<file path="src/rtl/dtc_pkg.sv">
// Package: shared types of the dead-time correction selector.
// Assumes: the method field is two bits wide and its encoding is fixed.
package dtc_pkg;

    typedef enum logic [1:0] {
        CORR_OFF      = 2'b00,
        CORR_SOFT     = 2'b01,
        CORR_DEADTIME = 2'b10,
        CORR_PERIOD   = 2'b11
    } corr_mode_e;

endpackage

</file>
<file path="src/rtl/dtc_sync.sv">
// Module: dtc_sync
// Multi-bit, multi-stage flop synchronizer for asynchronous level inputs.
// Assumes: each bit is an independent level; no bus coherency is needed.
module dtc_sync #(
    parameter int unsigned WIDTH  = 3,
    parameter int unsigned STAGES = 2
) (
    input  logic             clk,
    input  logic             rst_n,
    input  logic [WIDTH-1:0] d,
    output logic [WIDTH-1:0] q
);

    logic [WIDTH-1:0] stg [STAGES];

    genvar s;
    generate
        for (s = 0; s < STAGES; s++) begin : g_stage
            if (s == 0) begin : g_first
                // First flop captures the raw pin level.
                always_ff @(posedge clk) begin
                    if (!rst_n) stg[0] <= '0;
                    else        stg[0] <= d;
                end
            end else begin : g_next
                // Later flops resolve metastability one stage at a time.
                always_ff @(posedge clk) begin
                    if (!rst_n) stg[s] <= '0;
                    else        stg[s] <= stg[s-1];
                end
            end
        end
    endgenerate

    assign q = stg[STAGES-1];

endmodule

</file>
<file path="src/rtl/dtc_pair_sampler.sv">
// Module: dtc_pair_sampler
// Holds the current-status record of one output pair. In dead-time mode it
// follows the pin while both switches are off; in period mode it captures
// at the period point; otherwise it holds.
// Assumes: pin is already synchronized; period_pt is a one-cycle pulse.
module dtc_pair_sampler
    import dtc_pkg::*;
(
    input  logic       clk,
    input  logic       rst_n,
    input  corr_mode_e mode,
    input  logic       pin,
    input  logic       gate_top,
    input  logic       gate_bot,
    input  logic       period_pt,
    output logic       smp
);

    logic both_off;
    logic take;

    // Dead-time window: neither switch of the pair conducts.
    always_comb both_off = !gate_top && !gate_bot;

    // Decide whether this cycle records the pin.
    always_comb begin
        unique case (mode)
            CORR_DEADTIME: take = both_off;
            CORR_PERIOD:   take = period_pt;
            default:       take = 1'b0;
        endcase
    end

    // Record register, cleared by reset, updated only when take is high.
    always_ff @(posedge clk) begin
        if (!rst_n)    smp <= 1'b0;
        else if (take) smp <= pin;
    end

endmodule

</file>
<file path="src/rtl/dtc_sel_bank.sv">
// Module: dtc_sel_bank
// Buffered software polarity word and the active selection register. The
// active selection is reloaded only at the period boundary from the source
// chosen by the method.
// Assumes: load_stb is a one-cycle pulse marking the start of a load cycle.
module dtc_sel_bank
    import dtc_pkg::*;
#(
    parameter int unsigned NUM_PAIRS = 3
) (
    input  logic                 clk,
    input  logic                 rst_n,
    input  corr_mode_e           mode,
    input  logic                 wr_en,
    input  logic [NUM_PAIRS-1:0] wr_data,
    input  logic                 load_stb,
    input  logic [NUM_PAIRS-1:0] smp_vec,
    output logic [NUM_PAIRS-1:0] pol_buf,
    output logic [NUM_PAIRS-1:0] sel_q
);

    logic [NUM_PAIRS-1:0] sel_src;

    // Software-side buffer: written at any time, no load gating.
    always_ff @(posedge clk) begin
        if (!rst_n)     pol_buf <= '0;
        else if (wr_en) pol_buf <= wr_data;
    end

    // Source of the next selection for each method.
    always_comb begin
        unique case (mode)
            CORR_OFF:  sel_src = '0;
            CORR_SOFT: sel_src = pol_buf;
            default:   sel_src = smp_vec;
        endcase
    end

    // Active selection, reloaded only at the period boundary.
    always_ff @(posedge clk) begin
        if (!rst_n)        sel_q <= '0;
        else if (load_stb) sel_q <= sel_src;
    end

endmodule

</file>
<file path="src/rtl/deadtime_corr_sel.sv">
// Module: deadtime_corr_sel (top)
// Per-pair even/odd value register selection for dead-time distortion
// correction, with four methods: off, software, dead-time pin sampling and
// period-point pin sampling.
// Assumes: cyc_stb and half_stb are single-cycle pulses from the PWM counter;
// gate_top/gate_bot reflect the outputs after dead-time insertion.
module deadtime_corr_sel
    import dtc_pkg::*;
#(
    parameter int unsigned NUM_PAIRS   = 3,
    parameter int unsigned SYNC_STAGES = 2
) (
    input  logic                 clk,
    input  logic                 rst_n,
    input  logic [1:0]           method_sel,
    input  logic                 pol_wr_en,
    input  logic [NUM_PAIRS-1:0] pol_wr_data,
    input  logic [NUM_PAIRS-1:0] cs_pin,
    input  logic [NUM_PAIRS-1:0] gate_top,
    input  logic [NUM_PAIRS-1:0] gate_bot,
    input  logic                 center_mode,
    input  logic                 cyc_stb,
    input  logic                 half_stb,
    output logic [NUM_PAIRS-1:0] val_sel,
    output logic [NUM_PAIRS-1:0] pol_rdback
);

    corr_mode_e           mode;
    logic [NUM_PAIRS-1:0] cs_sync;
    logic [NUM_PAIRS-1:0] smp_vec;
    logic [NUM_PAIRS-1:0] sel_q;
    logic                 period_pt;

    // Decode the method field into the shared enum.
    always_comb mode = corr_mode_e'(method_sel);

    // Period sampling point depends on counter alignment.
    always_comb period_pt = center_mode ? half_stb : cyc_stb;

    dtc_sync #(
        .WIDTH  (NUM_PAIRS),
        .STAGES (SYNC_STAGES)
    ) u_sync (
        .clk   (clk),
        .rst_n (rst_n),
        .d     (cs_pin),
        .q     (cs_sync)
    );

    genvar p;
    generate
        for (p = 0; p < NUM_PAIRS; p++) begin : g_pair
            dtc_pair_sampler u_smp (
                .clk       (clk),
                .rst_n     (rst_n),
                .mode      (mode),
                .pin       (cs_sync[p]),
                .gate_top  (gate_top[p]),
                .gate_bot  (gate_bot[p]),
                .period_pt (period_pt),
                .smp       (smp_vec[p])
            );
        end
    endgenerate

    dtc_sel_bank #(
        .NUM_PAIRS (NUM_PAIRS)
    ) u_bank (
        .clk      (clk),
        .rst_n    (rst_n),
        .mode     (mode),
        .wr_en    (pol_wr_en),
        .wr_data  (pol_wr_data),
        .load_stb (cyc_stb),
        .smp_vec  (smp_vec),
        .pol_buf  (pol_rdback),
        .sel_q    (sel_q)
    );

    // With correction off every pair uses its even register at once.
    always_comb val_sel = (mode == CORR_OFF) ? '0 : sel_q;

endmodule

</file>
<file path="config.mk">
export PLATFORM = sky130hd
export DESIGN_NAME = deadtime_corr_sel
export DESIGN_NICKNAME = d
export VERILOG_FILES = /design/src/rtl/dtc_pkg.sv /design/src/rtl/dtc_sync.sv /design/src/rtl/dtc_pair_sampler.sv /design/src/rtl/dtc_sel_bank.sv /design/src/rtl/deadtime_corr_sel.sv
export SDC_FILE = /design/constraint.sdc
export NUM_CORES = 1
export LEC_CHECK = 0
export ABC_AREA = 1
export BUFFER_PORTS_ARGS = -buffer_cell sky130_fd_sc_hd__buf_2
export CORE_MARGIN = 4
export CORE_UTILIZATION = 40
export DETAILED_ROUTE_END_ITERATION = 6
export GPL_TIMING_DRIVEN = 0
export PLACE_DENSITY = 0.69
export SLEW_MARGIN = 15
export SYNTH_ARGS = -nofsm -noshare
export SYNTH_HDL_FRONTEND = slang
export SYNTH_HIERARCHICAL = 1
export SYNTH_SLANG_ARGS = --single-unit
</file>
<file path="constraint.sdc">
create_clock -name clk -period 0.8 [get_ports clk]
set_input_delay 0.12 -clock clk [delete_from_list [all_inputs] [get_ports clk]]
set_output_delay 0.12 -clock clk [all_outputs]
set_load 0.01 [all_outputs]
</file>
* After elaboration in Yosys (flattened, before gate mapping) *
Memory sizes are Yosys's and may differ from the RTL's.
Cells that the tools add are included.

word-level totals
  register bits = 9
  RAM bits = 6
  output and inout bits = 6
  word-level logic and storage cells = 31
  memories = 1

cells by class
  eq/ne operators = 3
  mux-type cells = 10
  bitwise operators = 2
  reductions and logical operators = 10

memories
  memory      words  bits a word  read ports  clocked after memory_dff  wr ports  RTL line        RTL
  u_sync.stg  2      3            2           0                         2         dtc_sync.sv:14  logic [WIDTH-1:0] stg [STAGES];

operator list
  kind                                                                    number
  3-bit 2-to-1 mux                                                        3
  1-bit zero test                                                         6
  1-bit one-hot mux with 2 select lines                                   3
  3-bit one-hot mux with 2 select lines                                   1
  2-bit equality test (second input constant)                             2
  1-bit logical AND                                                       3
  1-bit 2-to-1 mux                                                        3
  2-bit by 1-bit equality test with 1-bit output (second input constant)  1
  2-bit zero test                                                         1
  1-bit bitwise OR                                                        2

* Logic depth before layout (Yosys ltp) *
  depth after elaboration = 3
  mapped depth = 7
  depth with buffers taken out = 7

* By module *
Netlist, hierarchy kept.

by module, submodules not included
  module             times used  cells each  area each (µm²)  seq. area each (µm²)
  dtc_sel_bank       1           30          230.2            120.1
  dtc_pair_sampler   3           11          61.3             20.0
  dtc_sync           1           18          165.2            120.1
  deadtime_corr_sel  1           11          43.8             0.0

* Worst setup path after synthesis *
OpenSTA, ideal clock, no wires.

  kind = input to register
  from = in center_mode
  to = reg g_pair[0].u_smp.smp
  data arrival time = 541 ps
  setup slack = 144 ps
  cell stages on the path = 6
  buffers on the path = 0
  cell sequence = inv_1 > nand2_1 > nand2_1 > nand3_1 > a21oi_1 > nor2_1

on the way
  cells in the longest elaborated chain, start to end = 2

RTL lines
  what                                   RTL line                 RTL
  from (decl)                            deadtime_corr_sel.sv:21  input logic center_mode,
  1-bit 2-to-1 mux                       deadtime_corr_sel.sv:38  always_comb period_pt = center_mode ? half_stb : cyc_stb;
  via period_pt                          deadtime_corr_sel.sv:32  logic period_pt;
  1-bit one-hot mux with 2 select lines  dtc_pair_sampler.sv:27   unique case (mode)
  to (signal assigned)                   dtc_pair_sampler.sv:37   else if (take) smp <= pin;
  to (decl)                              dtc_pair_sampler.sv:16   output logic smp

The timed path passes the listed nets, and every way through them passes these cells.
A chain may end at the register's enable or synchronous reset.

* Worst setup path in the final report *
  from = reg u_bank.sel_q[0]
  to = out val_sel[0]

on the way
  cells in the longest elaborated chain, start to end = 1

RTL lines
  what                    RTL line                 RTL
  from (decl)             dtc_sel_bank.sv:19       output logic [NUM_PAIRS-1:0] sel_q
  from (signal assigned)  dtc_sel_bank.sv:42       else if (load_stb) sel_q <= sel_src;
  3-bit 2-to-1 mux        deadtime_corr_sel.sv:81  always_comb val_sel = (mode == CORR_OFF) ? '0 : sel_q;
  to (decl)               deadtime_corr_sel.sv:24  output logic [NUM_PAIRS-1:0] val_sel,

Every way passes these cells.

==> flow_results.xml <==
<?xml version="1.0" encoding="UTF-8"?>
<metrics>
  <group name="run_status">
    <metric name="status" unit="">complete, but fails checks</metric>
    <metric name="violations" unit="">negative setup slack</metric>
  </group>
  <group name="routing">
    <metric name="routed_wirelength" unit="microns">1401</metric>
    <metric name="avgViaCountPerCell" unit="">4.712</metric>
    <metric name="violation_count_after_the_first_detailed_routing_iteration" unit="">11</metric>
    <metric name="drcViolationCount" unit="">0</metric>
    <metric name="avgRoutedWirePerCell" unit="microns">10.08</metric>
    <metric name="number_of_iterations_in_the_first_detailed_routing_pass" unit="">4</metric>
    <metric name="ant_nets" unit="">0</metric>
    <metric name="dr_total_vias" unit="">655</metric>
  </group>
  <group name="power">
    <metric name="p_per_area" unit="nW/um^2">1743</metric>
    <metric name="maximum_vdd_ir_drop" unit="V">0.001420</metric>
    <metric name="cellLeakagePower" unit="nW">0.4747</metric>
  </group>
  <group name="die">
    <metric name="io-pin-count" unit="">26</metric>
    <metric name="initial_core_utilization" unit="%">45.07</metric>
    <metric name="die_height" unit="microns">47.47</metric>
    <metric name="coreArea" unit="sq um">1383</metric>
    <metric name="floorplan.die_area" unit="sq um">2253</metric>
    <metric name="row_count" unit="">13</metric>
    <metric name="die_w" unit="microns">47.47</metric>
  </group>
  <group name="synth">
    <metric name="synthCells" unit="">92</metric>
    <metric name="synth-compound-area-share" unit="%">12.05</metric>
    <metric name="post_synthesis_adder_cell_area_fraction" unit="%">0</metric>
    <metric name="synth.net_count" unit="">112</metric>
    <metric name="area_fraction_in_and_or_nand_and_nor_cells_after_synthesis" unit="%">28.11</metric>
    <metric name="syn_area" unit="sq um">623.1</metric>
    <metric name="synth-seq-area-share" unit="%">48.19</metric>
    <metric name="synth_top_family_by_area" unit="">simple AND/OR/NAND/NOR gates</metric>
    <metric name="synth_seq_cells" unit="">15</metric>
    <metric name="synthDistinctLibCells" unit="">9</metric>
    <metric name="syn_area_per_cell" unit="sq um">6.773</metric>
    <metric name="number_of_warnings_reported_in_the_yosys_synthesis_log" unit="">6</metric>
    <metric name="synth-xor-area-share" unit="%">0</metric>
    <metric name="synthMuxAreaShare" unit="%">0</metric>
  </group>
  <group name="setup_path">
    <metric name="timing.critical_path.fanout_max" unit="">2</metric>
    <metric name="critical_path_arrival" unit="ns">0.85</metric>
    <metric name="data_required_time_at_the_worst_endpoint" unit="ns">0.68</metric>
    <metric name="setup.worst_path.class" unit="">flip-flop to output pin</metric>
    <metric name="slowest_stage" unit="">dfxtp_2</metric>
    <metric name="cp_cell_sequence" unit="">inv_2, nor2_1, buf_2</metric>
    <metric name="crit_path_end_kind" unit="">output pin</metric>
    <metric name="critical_path.startpoint_type" unit="">flip-flop</metric>
    <metric name="crit_path_max_incr_delay" unit="ns">0.34</metric>
  </group>
  <group name="sta">
    <metric name="timing.final.setup_violations" unit="">6</metric>
    <metric name="setup_slack" unit="ns">-0.1658</metric>
    <metric name="layout_worst_path_cycle_share" unit="%">120.7</metric>
    <metric name="worst_pin_slew" unit="ns">0.2410</metric>
    <metric name="skew" unit="ns">0.007326</metric>
    <metric name="slew-limit-headroom" unit="%">83.76</metric>
    <metric name="finalHoldViolations" unit="">0</metric>
    <metric name="timing.fmax" unit="MHz">1035</metric>
    <metric name="grt_setup_unrepaired" unit="">true</metric>
    <metric name="timing_max_transition_violations_final" unit="">0</metric>
    <metric name="final_period_minus_worst_setup_slack" unit="ns">0.9658</metric>
    <metric name="whs" unit="ns">0.01927</metric>
    <metric name="final.setup.tns" unit="ns">-0.6276</metric>
  </group>
  <group name="global_routing">
    <metric name="antenna_violations_before_repair" unit="">0</metric>
    <metric name="grtUsageTotal" unit="%">14.53</metric>
    <metric name="grt_overflow" unit="">0</metric>
    <metric name="grt_pass1_wl" unit="microns">2249</metric>
    <metric name="grt_pass1_vias" unit="">557</metric>
    <metric name="grt_max_degree" unit="">16</metric>
  </group>
  <group name="clocking">
    <metric name="tritoncts" unit="">built</metric>
    <metric name="insertion_delay_of_the_later_clocked_pin_in_the_worst_skew_pair" unit="ns">0.28</metric>
    <metric name="cts.hold.buffers_added" unit="">0</metric>
    <metric name="tritoncts_num_sinks" unit="">15</metric>
    <metric name="cts_buffer_depth" unit="">2</metric>
    <metric name="total_cts_buffers" unit="">3</metric>
    <metric name="cts.htree.levels" unit="">1</metric>
    <metric name="ctsRootBufferMaster" unit="">clkbuf_4</metric>
    <metric name="path_clk_slew" unit="ns">0.09</metric>
  </group>
  <group name="place">
    <metric name="numPlacedInstances" unit="">132</metric>
    <metric name="hpwlAfterDp" unit="microns">967.4</metric>
    <metric name="post_dp_area" unit="sq um">767.0</metric>
    <metric name="gp_routability_congestion" unit="">0.7403</metric>
    <metric name="port_buffers" unit="">25</metric>
  </group>
  <group name="layout">
    <metric name="nNetsFinal" unit="">145</metric>
    <metric name="diodes" unit="">0</metric>
    <metric name="commonest_non_fill_non_tap_cell_in_the_layout" unit="">buf_2</metric>
    <metric name="most-common-layout-cells" unit="">22 x buf_2, 18 x nor2_1, 16 x inv_1, 15 x nand2_1, 9 x dfxtp_1</metric>
    <metric name="syn_to_final_growth" unit="%">36.55</metric>
    <metric name="drive_above_1_share" unit="%">34.68</metric>
    <metric name="layout.core_utilization" unit="%">61.54</metric>
    <metric name="finish.cell_count_without_fillers" unit="">139</metric>
    <metric name="post_route_cell_area" unit="sq um">850.8</metric>
  </group>
  <group name="worst_hold_path">
    <metric name="worst_hold_path_type" unit="">input pin to flip-flop</metric>
  </group>
  <group name="job">
    <metric name="cap_viol_max_count" unit="">0</metric>
  </group>
</metrics>
[layer usage]
layer	up-vias	global-route usage [%]	part of all wire, %	wire [microns]
met1	279	16.63	41	575
met4	0	8.840	3.0	42
met3	6	6.015	8.1	114
met2	24	22.46	48	668
met5	-	0	0	0
li1	346	-	-	-
[synth_stat cells (all sizes together)]
library cell | number | area [sq um]
nand2 | 15 | 56.30
o21ai | 6 | 30.03
nor2 | 19 | 73.82
dfxtp | 15 | 300.3
nand3 | 9 | 45.04
inv | 18 | 67.56
a21oi | 9 | 45.04
clkinv | 1 | 5.000
[logic make-up (layout without fill, tap and decap cells)]
logic type             Yosys count  in the layout
AO/OA/AOI/OAI                   15             15
buffers and inverters           19             51
flip-flops                      15             15
AND/OR/NAND/NOR                 43             43
[sequential cells by signal (all words and copies together), names as in the netlist]
signal            cells
g_pair.u_smp/smp      3
u_sync/stg            6
u_bank/sel_q          3
u_bank/pol_buf        3
[worst max-delay path: cells and delay by family (launching register included)]
kind | cells | cell delay [ns]
DFF | 1 | 0.34
buffers and inverters | 2 | 0.16
and+or+nand+nor | 1 | 0.06
[path summary, 6_finish.rpt]
path	startpoint	to	slack [ns]	depth (start not counted)
setup reg to reg	u_bank/pol_buf[0]	u_bank/pol_buf[0]	0.03	3
setup / recovery	u_bank/sel_q[0]	val_sel[0]	-0.17	3
hold / removal	cs_pin[1]	u_sync/stg[0][1]	0.02	3
hold reg to reg	u_sync/stg[0][1]	u_sync/stg[1][1]	0.40	2
[where the power goes]
part | internal, mW | switching [mW] | total, mW | leakage (nW)
clock | 0.194 | 0.229 | 0.422 | 0.0150
sequential | 0.795 | 0.0214 | 0.816 | 0.126
combinational | 0.117 | 0.128 | 0.244 | 0.334
[what timing repair did]
item / 4_1_cts / 5_1_grt
setup endpoints to repair: 6 / 8
setup buffers: 3 / 0
resized for setup: 9 / 6
cloned: 0 / 0
pin swaps: 3 / 1
[stage by stage]
step / total power, mW / worst slack, ns
after floorplan: 0.9305 / 0.1440
after global placement: 1.032 / -0.04180
after detailed placement: 1.038 / -0.06781
after CTS: 1.498 / -0.1745
after global routing: 1.583 / -0.2476
final: 1.483 / -0.1658
[layout make-up]
cell class / instances / area (sq um)
Timing Repair Buffer: 28 / 166.4
Multi-Input combinational cell: 58 / 259.0
Tap cell: 15 / 18.77
Inverter: 19 / 72.57
Sequential cell: 15 / 307.8
Fill cell: 126 / 531.8
Clock buffer: 4 / 26.28
(Power assumes the default switching activity.)
